File: config.mk
export PLATFORM = sky130hd
export DESIGN_NAME = irq_rr_ctrl
export DESIGN_NICKNAME = d
export VERILOG_FILES = /design/src/rtl/irq_rr_pkg.sv /design/src/rtl/irq_rr_ctl.sv /design/src/rtl/irq_rr_dp.sv /design/src/rtl/irq_rr_ctrl.sv
export SDC_FILE = /design/constraint.sdc
export NUM_CORES = 1
export LEC_CHECK = 0
export BUFFER_PORTS_ARGS = -buffer_cell sky130_fd_sc_hd__buf_2
export CORE_MARGIN = 2
export CORE_UTILIZATION = 35
export CTS_CLUSTER_SIZE = 28
export DETAILED_ROUTE_END_ITERATION = 8
export GPL_TIMING_DRIVEN = 0
export REMOVE_ABC_BUFFERS = 1
export SKIP_LAST_GASP = 1
export SLEW_MARGIN = 30
export SYNTH_ARGS = -nofsm -noshare
export SYNTH_HDL_FRONTEND = slang
export SYNTH_SLANG_ARGS = --single-unit
File: constraint.sdc
create_clock -name clk -period 10.15 [get_ports clk]
set_input_delay 2.03 -clock clk [delete_from_list [all_inputs] [get_ports clk]]
set_output_delay 2.03 -clock clk [all_outputs]
set_load 0.03 [all_outputs]
File: src/rtl/irq_rr_pkg.sv
package irq_rr_pkg;
  // strobes from the control decoder to the datapath
  typedef struct packed {
    logic wrMask;
    logic setBit;
    logic clrBit;
    logic serve;
  } ctrl_strobe_t;
endpackage

File: src/rtl/irq_rr_ctl.sv
module irq_rr_ctl
  import irq_rr_pkg::*;
(
  input  logic         regAddr,
  input  logic         regWrEn,
  input  logic         maskSetEn,
  input  logic         maskClrEn,
  input  logic         serviceReq,
  output ctrl_strobe_t strobes
);
  always_comb begin
    strobes.wrMask = regWrEn & regAddr;
    // a whole-mask write overrides single-bit updates; clear beats set
    strobes.clrBit = maskClrEn & ~strobes.wrMask;
    strobes.setBit = maskSetEn & ~maskClrEn & ~strobes.wrMask;
    strobes.serve  = serviceReq;
  end
endmodule

File: src/rtl/irq_rr_dp.sv
module irq_rr_dp
  import irq_rr_pkg::*;
#(
  parameter int WIDTH      = 64,
  parameter bit CASCADE_EN = 1'b1,
  parameter int EXT_LO     = 8,
  parameter int EXT_HI     = 11,
  localparam int IDXW      = $clog2(WIDTH)
) (
  input  logic             clk,
  input  logic             rst_n,
  input  logic [WIDTH-1:0] irqRaw,
  input  ctrl_strobe_t     strobes,
  input  logic [IDXW-1:0]  bitIdx,
  input  logic             rdSel,
  input  logic [WIDTH-1:0] wrData,
  output logic [WIDTH-1:0] rdData,
  output logic             cpuIrq,
  output logic             selValid,
  output logic [IDXW-1:0]  selNum,
  output logic             selExt
);
  logic [WIDTH-1:0] statusReg;
  logic [WIDTH-1:0] maskReg;
  logic [WIDTH-1:0] pendingVec;
  logic [IDXW-1:0]  ptr;
  logic [IDXW-1:0]  hitIdx;
  logic [IDXW-1:0]  selRaw;
  logic             anyPending;
  logic             inWindow;
  logic [IDXW-1:0]  mappedNum;

  function automatic logic [IDXW-1:0] nextIdx(input logic [IDXW-1:0] i);
    return (int'(i) == WIDTH-1) ? '0 : i + 1'b1;
  endfunction

  assign pendingVec = statusReg & maskReg;
  assign anyPending = |pendingVec;
  assign rdData     = rdSel ? maskReg : statusReg;

  // status capture and mask register
  always_ff @(posedge clk) begin
    if (!rst_n) begin
      statusReg <= '0;
      maskReg   <= '0;
    end else begin
      statusReg <= irqRaw;
      if (strobes.wrMask)      maskReg         <= wrData;
      else if (strobes.clrBit) maskReg[bitIdx] <= 1'b0;
      else if (strobes.setBit) maskReg[bitIdx] <= 1'b1;
    end
  end

  // rotating first-one search starting at ptr
  always_comb begin
    logic found;
    found  = 1'b0;
    hitIdx = '0;
    for (int k = 0; k < WIDTH; k++) begin
      logic [IDXW-1:0] j;
      j = IDXW'((int'(ptr) + k) % WIDTH);
      if (!found && pendingVec[j]) begin
        found  = 1'b1;
        hitIdx = j;
      end
    end
  end

  // cascade window remap
  generate
    if (CASCADE_EN) begin : g_casc
      assign inWindow  = (int'(hitIdx) >= EXT_LO) && (int'(hitIdx) <= EXT_HI);
      assign mappedNum = inWindow ? hitIdx - IDXW'(EXT_LO) : hitIdx;
    end else begin : g_flat
      assign inWindow  = 1'b0;
      assign mappedNum = hitIdx;
    end
  endgenerate

  always_ff @(posedge clk) begin
    if (!rst_n) begin
      ptr      <= '0;
      selValid <= 1'b0;
      selNum   <= '0;
      selExt   <= 1'b0;
      selRaw   <= '0;
      cpuIrq   <= 1'b0;
    end else begin
      cpuIrq   <= anyPending;
      selValid <= strobes.serve & anyPending;
      if (strobes.serve && anyPending) begin
        ptr    <= nextIdx(hitIdx);
        selRaw <= hitIdx;
        selNum <= mappedNum;
        selExt <= inWindow;
      end
    end
  end

  // combined line follows pending state of previous cycle
  a_r2_cpu_irq: assert property (@(posedge clk) disable iff (!rst_n)
    cpuIrq == $past(|(statusReg & maskReg)));
  // idle service request keeps pointer
  a_r3_ptr_hold: assert property (@(posedge clk) disable iff (!rst_n)
    (strobes.serve && !anyPending) |=> $stable(ptr));
  // pointer sits just past the served source
  a_r5_ptr_next: assert property (@(posedge clk) disable iff (!rst_n)
    selValid |-> (ptr == nextIdx(selRaw)));
  // a pulse only follows a sampled request
  a_r9_pulse_src: assert property (@(posedge clk) disable iff (!rst_n)
    selValid |-> $past(strobes.serve));
  // single-bit strobes land on the named bit
  a_r7_clr_bit: assert property (@(posedge clk) disable iff (!rst_n)
    strobes.clrBit |=> !maskReg[$past(bitIdx)]);
  a_r7_set_bit: assert property (@(posedge clk) disable iff (!rst_n)
    strobes.setBit |=> maskReg[$past(bitIdx)]);
  // external numbers stay inside the window
  a_r8_ext_range: assert property (@(posedge clk) disable iff (!rst_n)
    (selValid && selExt) |-> (int'(selNum) <= EXT_HI - EXT_LO));
endmodule

File: src/rtl/irq_rr_ctrl.sv
module irq_rr_ctrl
  import irq_rr_pkg::*;
#(
  parameter int WIDTH      = 64,
  parameter bit CASCADE_EN = 1'b1,
  parameter int EXT_LO     = 8,
  parameter int EXT_HI     = 11,
  localparam int IDXW      = $clog2(WIDTH)
) (
  input  logic             clk,
  input  logic             rst_n,
  input  logic [WIDTH-1:0] irqRaw,
  input  logic             regAddr,
  input  logic             regWrEn,
  input  logic [WIDTH-1:0] regWrData,
  output logic [WIDTH-1:0] regRdData,
  input  logic             maskSetEn,
  input  logic             maskClrEn,
  input  logic [IDXW-1:0]  maskIdx,
  input  logic             serviceReq,
  output logic             cpuIrq,
  output logic             selValid,
  output logic [IDXW-1:0]  selNum,
  output logic             selExt
);
  ctrl_strobe_t strobes;

  irq_rr_ctl u_ctl (
    .regAddr   (regAddr),
    .regWrEn   (regWrEn),
    .maskSetEn (maskSetEn),
    .maskClrEn (maskClrEn),
    .serviceReq(serviceReq),
    .strobes   (strobes)
  );

  irq_rr_dp #(
    .WIDTH(WIDTH), .CASCADE_EN(CASCADE_EN), .EXT_LO(EXT_LO), .EXT_HI(EXT_HI)
  ) u_dp (
    .clk     (clk),
    .rst_n   (rst_n),
    .irqRaw  (irqRaw),
    .strobes (strobes),
    .bitIdx  (maskIdx),
    .rdSel   (regAddr),
    .wrData  (regWrData),
    .rdData  (regRdData),
    .cpuIrq  (cpuIrq),
    .selValid(selValid),
    .selNum  (selNum),
    .selExt  (selExt)
  );
endmodule

; ---- Word level (Yosys, flattened, before mapping)
; Cells that the tools add are included.
[word_totals]
elab_cells = 546
out_inout_bits = 73
reg_bits = 143
[op_classes]
n_eq_ne = 1
n_reduce_logical = 131
order_cmp = 68
mux = 263
n_bitwise = 11
add_sub_neg = 65
[op_table]
columns = cell, count
row1 = 6-bit by 7-bit less-than comparator with 1-bit output (second input constant), 65
row2 = 6-bit 2-to-1 mux, 66
row3 = 1-bit binary-select mux with 6-bit select, 64
row4 = 64-bit 2-to-1 mux, 4
row5 = 6-bit adder (second input constant), 32
row6 = 64-bit bitwise AND, 2
row7 = 1-bit 2-to-1 mux, 128
row8 = 6-bit by 5-bit adder with 6-bit output (second input constant), 16
row9 = 1-bit logical AND, 66
row10 = 64-bit inverter, 1
row11 = 64-bit bitwise OR, 1
row12 = 64-bit OR reduction, 1
row13 = 1-bit logical NOT, 63
row14 = 6-bit by 4-bit adder with 6-bit output (second input constant), 8
row15 = 6-bit by 3-bit adder with 6-bit output (second input constant), 4
row16 = 6-bit by 1-bit adder with 6-bit output (second input constant), 2
row17 = 6-bit by 2-bit adder with 6-bit output (second input constant), 2
row18 = 1-bit demux with 6-bit select, 1
row19 = 6-bit by 1-bit == test with 1-bit output (second input constant), 1
row20 = 6-bit by 1-bit greater-or-equal comparator with 1-bit output (second input constant), 1
row21 = 6-bit by 4-bit greater-or-equal comparator with 1-bit output (second input constant), 1
row22 = 6-bit by 4-bit less-or-equal comparator with 1-bit output (second input constant), 1
row23 = 6-bit by 4-bit subtractor with 6-bit output (second input constant), 1
row24 = 1-bit bitwise AND, 5
row25 = 2 further kinds, 3

; ---- Logic depth before layout (Yosys ltp)
[logic_depth]
ltp_word = 196
depth_mapped = 34
ltp_nobuf = 21

; ---- By module
; Synthesis repeated with hierarchy kept, for this count alone.
[hier_totals]
cells_unflattened = 2845
area_unflattened_um2 = 22446.5
[modules_own_cells]
columns = mod, seq_area_each_um2, area_per_inst_um2, n_inst, cells_each
row1 = irq_rr_dp, 2862.7, 22411.5, 1, 2841
row2 = irq_rr_ctl, 0.0, 35.0, 1, 4

; ---- Least setup slack after synthesis
; OpenSTA, ideal clock, no wires.
[synth_path]
path_type = reg2reg
from = reg u_dp.ptr[1]
to = reg u_dp.ptr[5]
t_arrival_ns = 7.562
path_slack_ns = 2.492
stages_incl_launch_ff = 33
setup_ns = 0.096
cell_sequence = dfxtp_1 > inv_1 > buf_2 > buf_2 > clkbuf_1 > buf_2 > buf_1 > clkbuf_1 > ha_1 > buf_2 > xor2_1 > clkbuf_1 > mux4_2 > mux4_2 > mux2_2 > and3b_1 > nand4_4 > or4b_1 > buf_2 > buf_6 > buf_4 > clkbuf_1 > nor3_1 > o211ai_1 > o31ai_1 > nand3_1 > o21ai_1 > and2_1 > inv_1 > ha_1 > a21boi_1 > and3_1 > o41ai_2
[synth_via]
elab_chain_cells = 194
[synth_lines]
columns = item, line
row1 = start: declaration, irq_rr_dp.sv:26  ; logic [IDXW-1:0] ptr;
row2 = start signal: assignment, irq_rr_dp.sv:92  ; ptr <= nextIdx(hitIdx);
row3 = branches (longest 191 deep; another with 6-bit by 1-bit adder with 6-bit output), -
row4 = 6-bit 2-to-1 mux *, irq_rr_dp.sv:62  ; if (!found && pendingVec[j]) begin
row5 = via u_dp.hitIdx[1], irq_rr_dp.sv:27  ; logic [IDXW-1:0] hitIdx;
row6 = 6-bit by 1-bit adder with 6-bit output / 6-bit by 1-bit == test with 1-bit output (equally long branches), irq_rr_dp.sv:34  ; return (int'(i) == WIDTH-1) ? '0 : i + 1'b1;
row7 = 6-bit 2-to-1 mux *, irq_rr_dp.sv:34
; Mark *: on every way through the listed nets, which the timed path passes. The select of a mux whose other input is x is not followed.
; A chain may end at the register's enable or synchronous reset.

; ---- Worst setup path after layout
[layout_path]
from = reg u_dp.ptr[0]
to = reg u_dp.ptr[5]
; The elaborated chain is that of the path after synthesis.

==> results.txt <==
----------------------------------------------------
[Die]
  Die span in x ... 257 um
  Area inside the core boundary ... 0.0632 mm^2
  Num ports ... 214
  Die footprint ... 0.0662 mm^2
  Row cnt ... 92
  Starting density of the core ... 35.5%
  Floorplan die height ... 257 um

[Min path]
  Type of the worst min-delay path ... register to register
  Capture endpoint of the worst hold path ... u_dp.selNum[1]$_SDFFE_PN0P_
  Number of stages on the worst hold path ... 2
  Startpoint of the most critical hold path ... u_dp.selNum[1]$_SDFFE_PN0P_

[Pwr]
  Share of total power in the clock network ... 6.0%
  Switching power as a share of total power ... 64.9%
  Switching power ... 7.02 mW
  Pleak ... 8.93 nW
  Total internal power ... 3.80 mW
  Register share of total power ... 6.9%
  Power density relative to cell area ... 424 mW/mm^2
  Combinational share of power ... 87.1%
  Peak supply drop ... 0.189 mV

[Final layout]
  Layout cell share with drive strength beyond 1 ... 21.3%
  Post-layout utilization of the core ... 40.4%
  Most common library cell in the layout ignoring fill and taps ... nand2_1
  Fillers ... 6563
  Post-route non-filler standard cell count ... 3887
  Register cell area after layout ... 0.00289 mm^2
  Footprint of the multi-input gates ... 0.0188 mm^2
  Final-stage net count ... 3187
  Layout overhead on the synthesized area ... 13.9%
  Most frequent cells in the layout ... nand2_1 (288), a21oi_1 (241), buf_2 (214)

[Detailed routing]
  DR vias ... 27900
  Length of routed met3 wiring ... 14.8 mm
  Max Used Layer ... met5
  Total met2 wirelength after detailed routing ... 54.2 mm
  Count of nets left with antenna violations after detail routing ... 0
  Wl on met1 ... 50.1 mm
  Number of DRC markers after the initial detailed-route iteration ... 3820
  Number of iterations in the first detailed-routing pass ... 6
  WL/cell ... 33.3 um
  Number of remaining DRC errors ... 0
  WL final ... 129 mm
  Detailed-route vias per instance ... 7.19

[Logic synthesis]
  Synth Register Bits ... 143
  Post-Synth XOR/XNOR Area ... 3.27%
  Synth Area in Compound Gates ... 27.9%
  Yosys cell types ... 107
  Synthesized area per cell ... 7.56 um^2
  Synth Area in Simple Gates ... 32.2%
  Count of synthesis-stage warnings from yosys ... 0
  Sequential share of the synthesized area ... 12.8%
  Adder-cell share of the synthesized area ... 1.12%
  Combinational family with the most area after synthesis ... simple AND/OR/NAND/NOR gates
  Instance count of the mapped netlist ... 2969
  Number of enable flip-flop cells after synthesis ... 0
  Most instantiated flip-flop cell in the synthesis netlist ... dfxtp_1
  Cell area after technology mapping ... 0.0224 mm^2
  Post-synth ARST share ... 0%
  Mux contribution to synthesized area ... 17.2%

[Clocking]
  Maximum root-to-sink buffer count ... 2
  Master cell of the clock root buffer ... clkbuf_16
  Number of sinks on the clock net ... 143
  Number of buffers inserted during clock tree synthesis ... 17
  Post-CTS Repair Setup Buffers ... 0
  Skew-Pair Late Insertion Delay ... 450 ps
  Cts-stage hold buffer count ... 0
  Clock tree from TritonCTS ... yes
  Resized cells post-CTS ... 0
  CTS clock-pin slew for the worst setup and hold paths ... 70 ps
  H-tree lvl count ... 4

[Setup path]
  Startpoint-to-endpoint class of the critical path ... register to register
  Critical Path RT ... 10500 ps
  Reg2reg start ... u_dp.ptr[0]$_SDFFE_PN0P_
  Slack of the worst reg-to-reg path ... 660 ps
  Cells along the critical path ... inv_1 -> ha_4 -> buf_12 -> clkinv_4 -> mux4_2 -> mux4_2 -> nand2_1 -> nand3_1 -> nor3_1 -> nand2_1 -> nor3_2 -> a222oi_1 -> o21ai_1 -> nand3_1 -> o21ai_1 -> and2_1 -> inv_1 -> ha_1 -> a21boi_1 -> and3_1 -> o41ai_2
  Largest delay contributor family on the critical path ... simple AND/OR/NAND/NOR gates
  Cells on worst reg2reg path ... 21
  Max stage delay cell, worst path ... nor3_2
  Crit Path Max Fanout ... 70
  Crit start category ... register
  Arrival time reported for the critical path endpoint ... 9840 ps
  Worst flop-to-flop path endpoint ... u_dp.ptr[5]$_SDFFE_PN0P_
  Type of element capturing the critical path ... register
  Worst path buffer plus inverter count ... 4
  Largest incremental delay on the critical path ... 1080 ps

[STA]
  Unrepaired setup endpoints after global routing ... no
  Number of endpoints failing setup at the final stage ... 0
  Final critical path time including I/O delays and setup ... 9490 ps
  Relative max-transition margin ... 22.6%
  Worst clock skew on the final layout ... 9.42 ps
  Slew @ Worst Pin ... 1140 ps
  Tcrit/Tclk final ... 93.5%
  Final Hold Fails ... 0
  Final Max Tran Viols ... 0
  Max Freq ... 105 MHz

[Place]
  RD Place Congestion ... 1.11
  Half-perimeter wire length of the detailed placement result ... 103 mm
  Count of port buffers added during placement ... 213
  Number of placed instances with taps included ... 3853

[Flow run]
  Total of max-cap violations ... 0

[Global route]
  GR Util All Layers ... 37.6%
  Global-route wire length before repair ... 183 mm
  Largest net degree at the start of global routing ... 74
  Antenna violations before repair ... 7
  Number of global-route vias before repair ... 25200
  Residual overflow from global routing ... 0

[Run status]
  Result of the run ... finished, final reports clean

----------------------------------------------------
stage by stage:
| stage | power, mW | hold slack [ps] | instance area [um^2] | setup TNS (ps) | worst slack, ps |
|---|---|---|---|---|---|
| 2_1_floorplan | 5.91 | 526 | 21300 | -42450 | -3510 |
| 3_5_place_dp | 9.59 | 445 | 24900 | 0 | 1100 |
| 5_1_grt | 11.1 | 480 | 25500 | 0 | 441 |
| 4_1_cts | 10.3 | 454 | 25500 | 0 | 1090 |
| 3_3_place_gp | 9.32 | 443 | 23400 | -151090 | -12080 |
| 6_report | 10.8 | 450 | 25600 | 0 | 660 |
metal layers:
| layer | track usage (%) | vias to the layer above |
|---|---|---|
| met2 | 56.0 | 1956 |
| met1 | 49.1 | 13500 |
| met5 | 0 | - |
| met4 | 24.2 | 10 |
| li1 | - | 12000 |
| met3 | 8.12 | 446 |
kinds of logic after synthesis:
family / after synthesis
xor+xnor: 80
flops: 143
buf+inv: 271
mux: 234
simple gates: 1291
compound gates: 930
fa+ha+maj: 20
power groups by stage:
stage | Combinational [mW] | Sequential (mW) | Clock, mW
2_1_floorplan | 5.09 | 0.818 | 0
3_3_place_gp | 8.40 | 0.913 | 0
3_5_place_dp | 8.83 | 0.757 | 0
4_1_cts | 8.86 | 0.744 | 0.655
5_1_grt | 9.64 | 0.759 | 0.673
6_report | 9.43 | 0.750 | 0.648
worst register-to-register path: cells and delay by family, from the launching register on:
family	cells	cell delay, ps
AOI/OAI and AO/OA	5	1080
adders and majority gates	2	890
buffers and inverters	4	1330
DFF	1	660
muxes	2	1610
and+or+nand+nor	8	3820
synthesized netlist by cell type (44+ instances only):
library cell	count	share of area, %
nand2_1	289	4.8
a21oi_1	241	5.4
nand4_1	203	5.7
o21ai_0	171	3.8
nor2_1	168	2.8
clkbuf_1	146	2.4
dfxtp_1	143	13
and2_1	114	3.2
mux4_2	113	11
nand3_1	112	2.5
mux2_2	83	4.2
a311oi_1	75	2.9
nor3_1	74	1.7
o22ai_1	70	2.0
nand3b_1	50	1.7
xnor2_1	50	2.0
buf_2	46	1.0
nor4_1	44	1.2
worst max-delay path by stage:
stage	slack, ps	cells past startpoint	end	start
finish	660	21	u_dp.ptr[5]$_SDFFE_PN0P_	u_dp.ptr[0]$_SDFFE_PN0P_
detailed placement	1100	24	u_dp.selNum[4]$_SDFFE_PN0P_	u_dp.ptr[0]$_SDFFE_PN0P_
CTS	1090	24	u_dp.selNum[4]$_SDFFE_PN0P_	u_dp.ptr[0]$_SDFFE_PN0P_
global placement	-12080	19	u_dp.selNum[4]$_SDFFE_PN0P_	u_dp.ptr[0]$_SDFFE_PN0P_
global route	440	21	u_dp.selNum[4]$_SDFFE_PN0P_	u_dp.ptr[2]$_SDFFE_PN0P_
floorplan	-3510	17	u_dp.selNum[3]$_SDFFE_PN0P_	u_dp.ptr[0]$_SDFFE_PN0P_
area by class of cell:
type	count	area share, %
multi-input combinational	2555	73.7
clock buffer	21	1.76
inverter	35	0.563
clock inverter	11	0.514
antenna	2	0.0196
timing repair buffer	274	8.00
sequential	143	11.3
tap	846	4.14
Note: power is estimated with default switching activity, not from simulation.
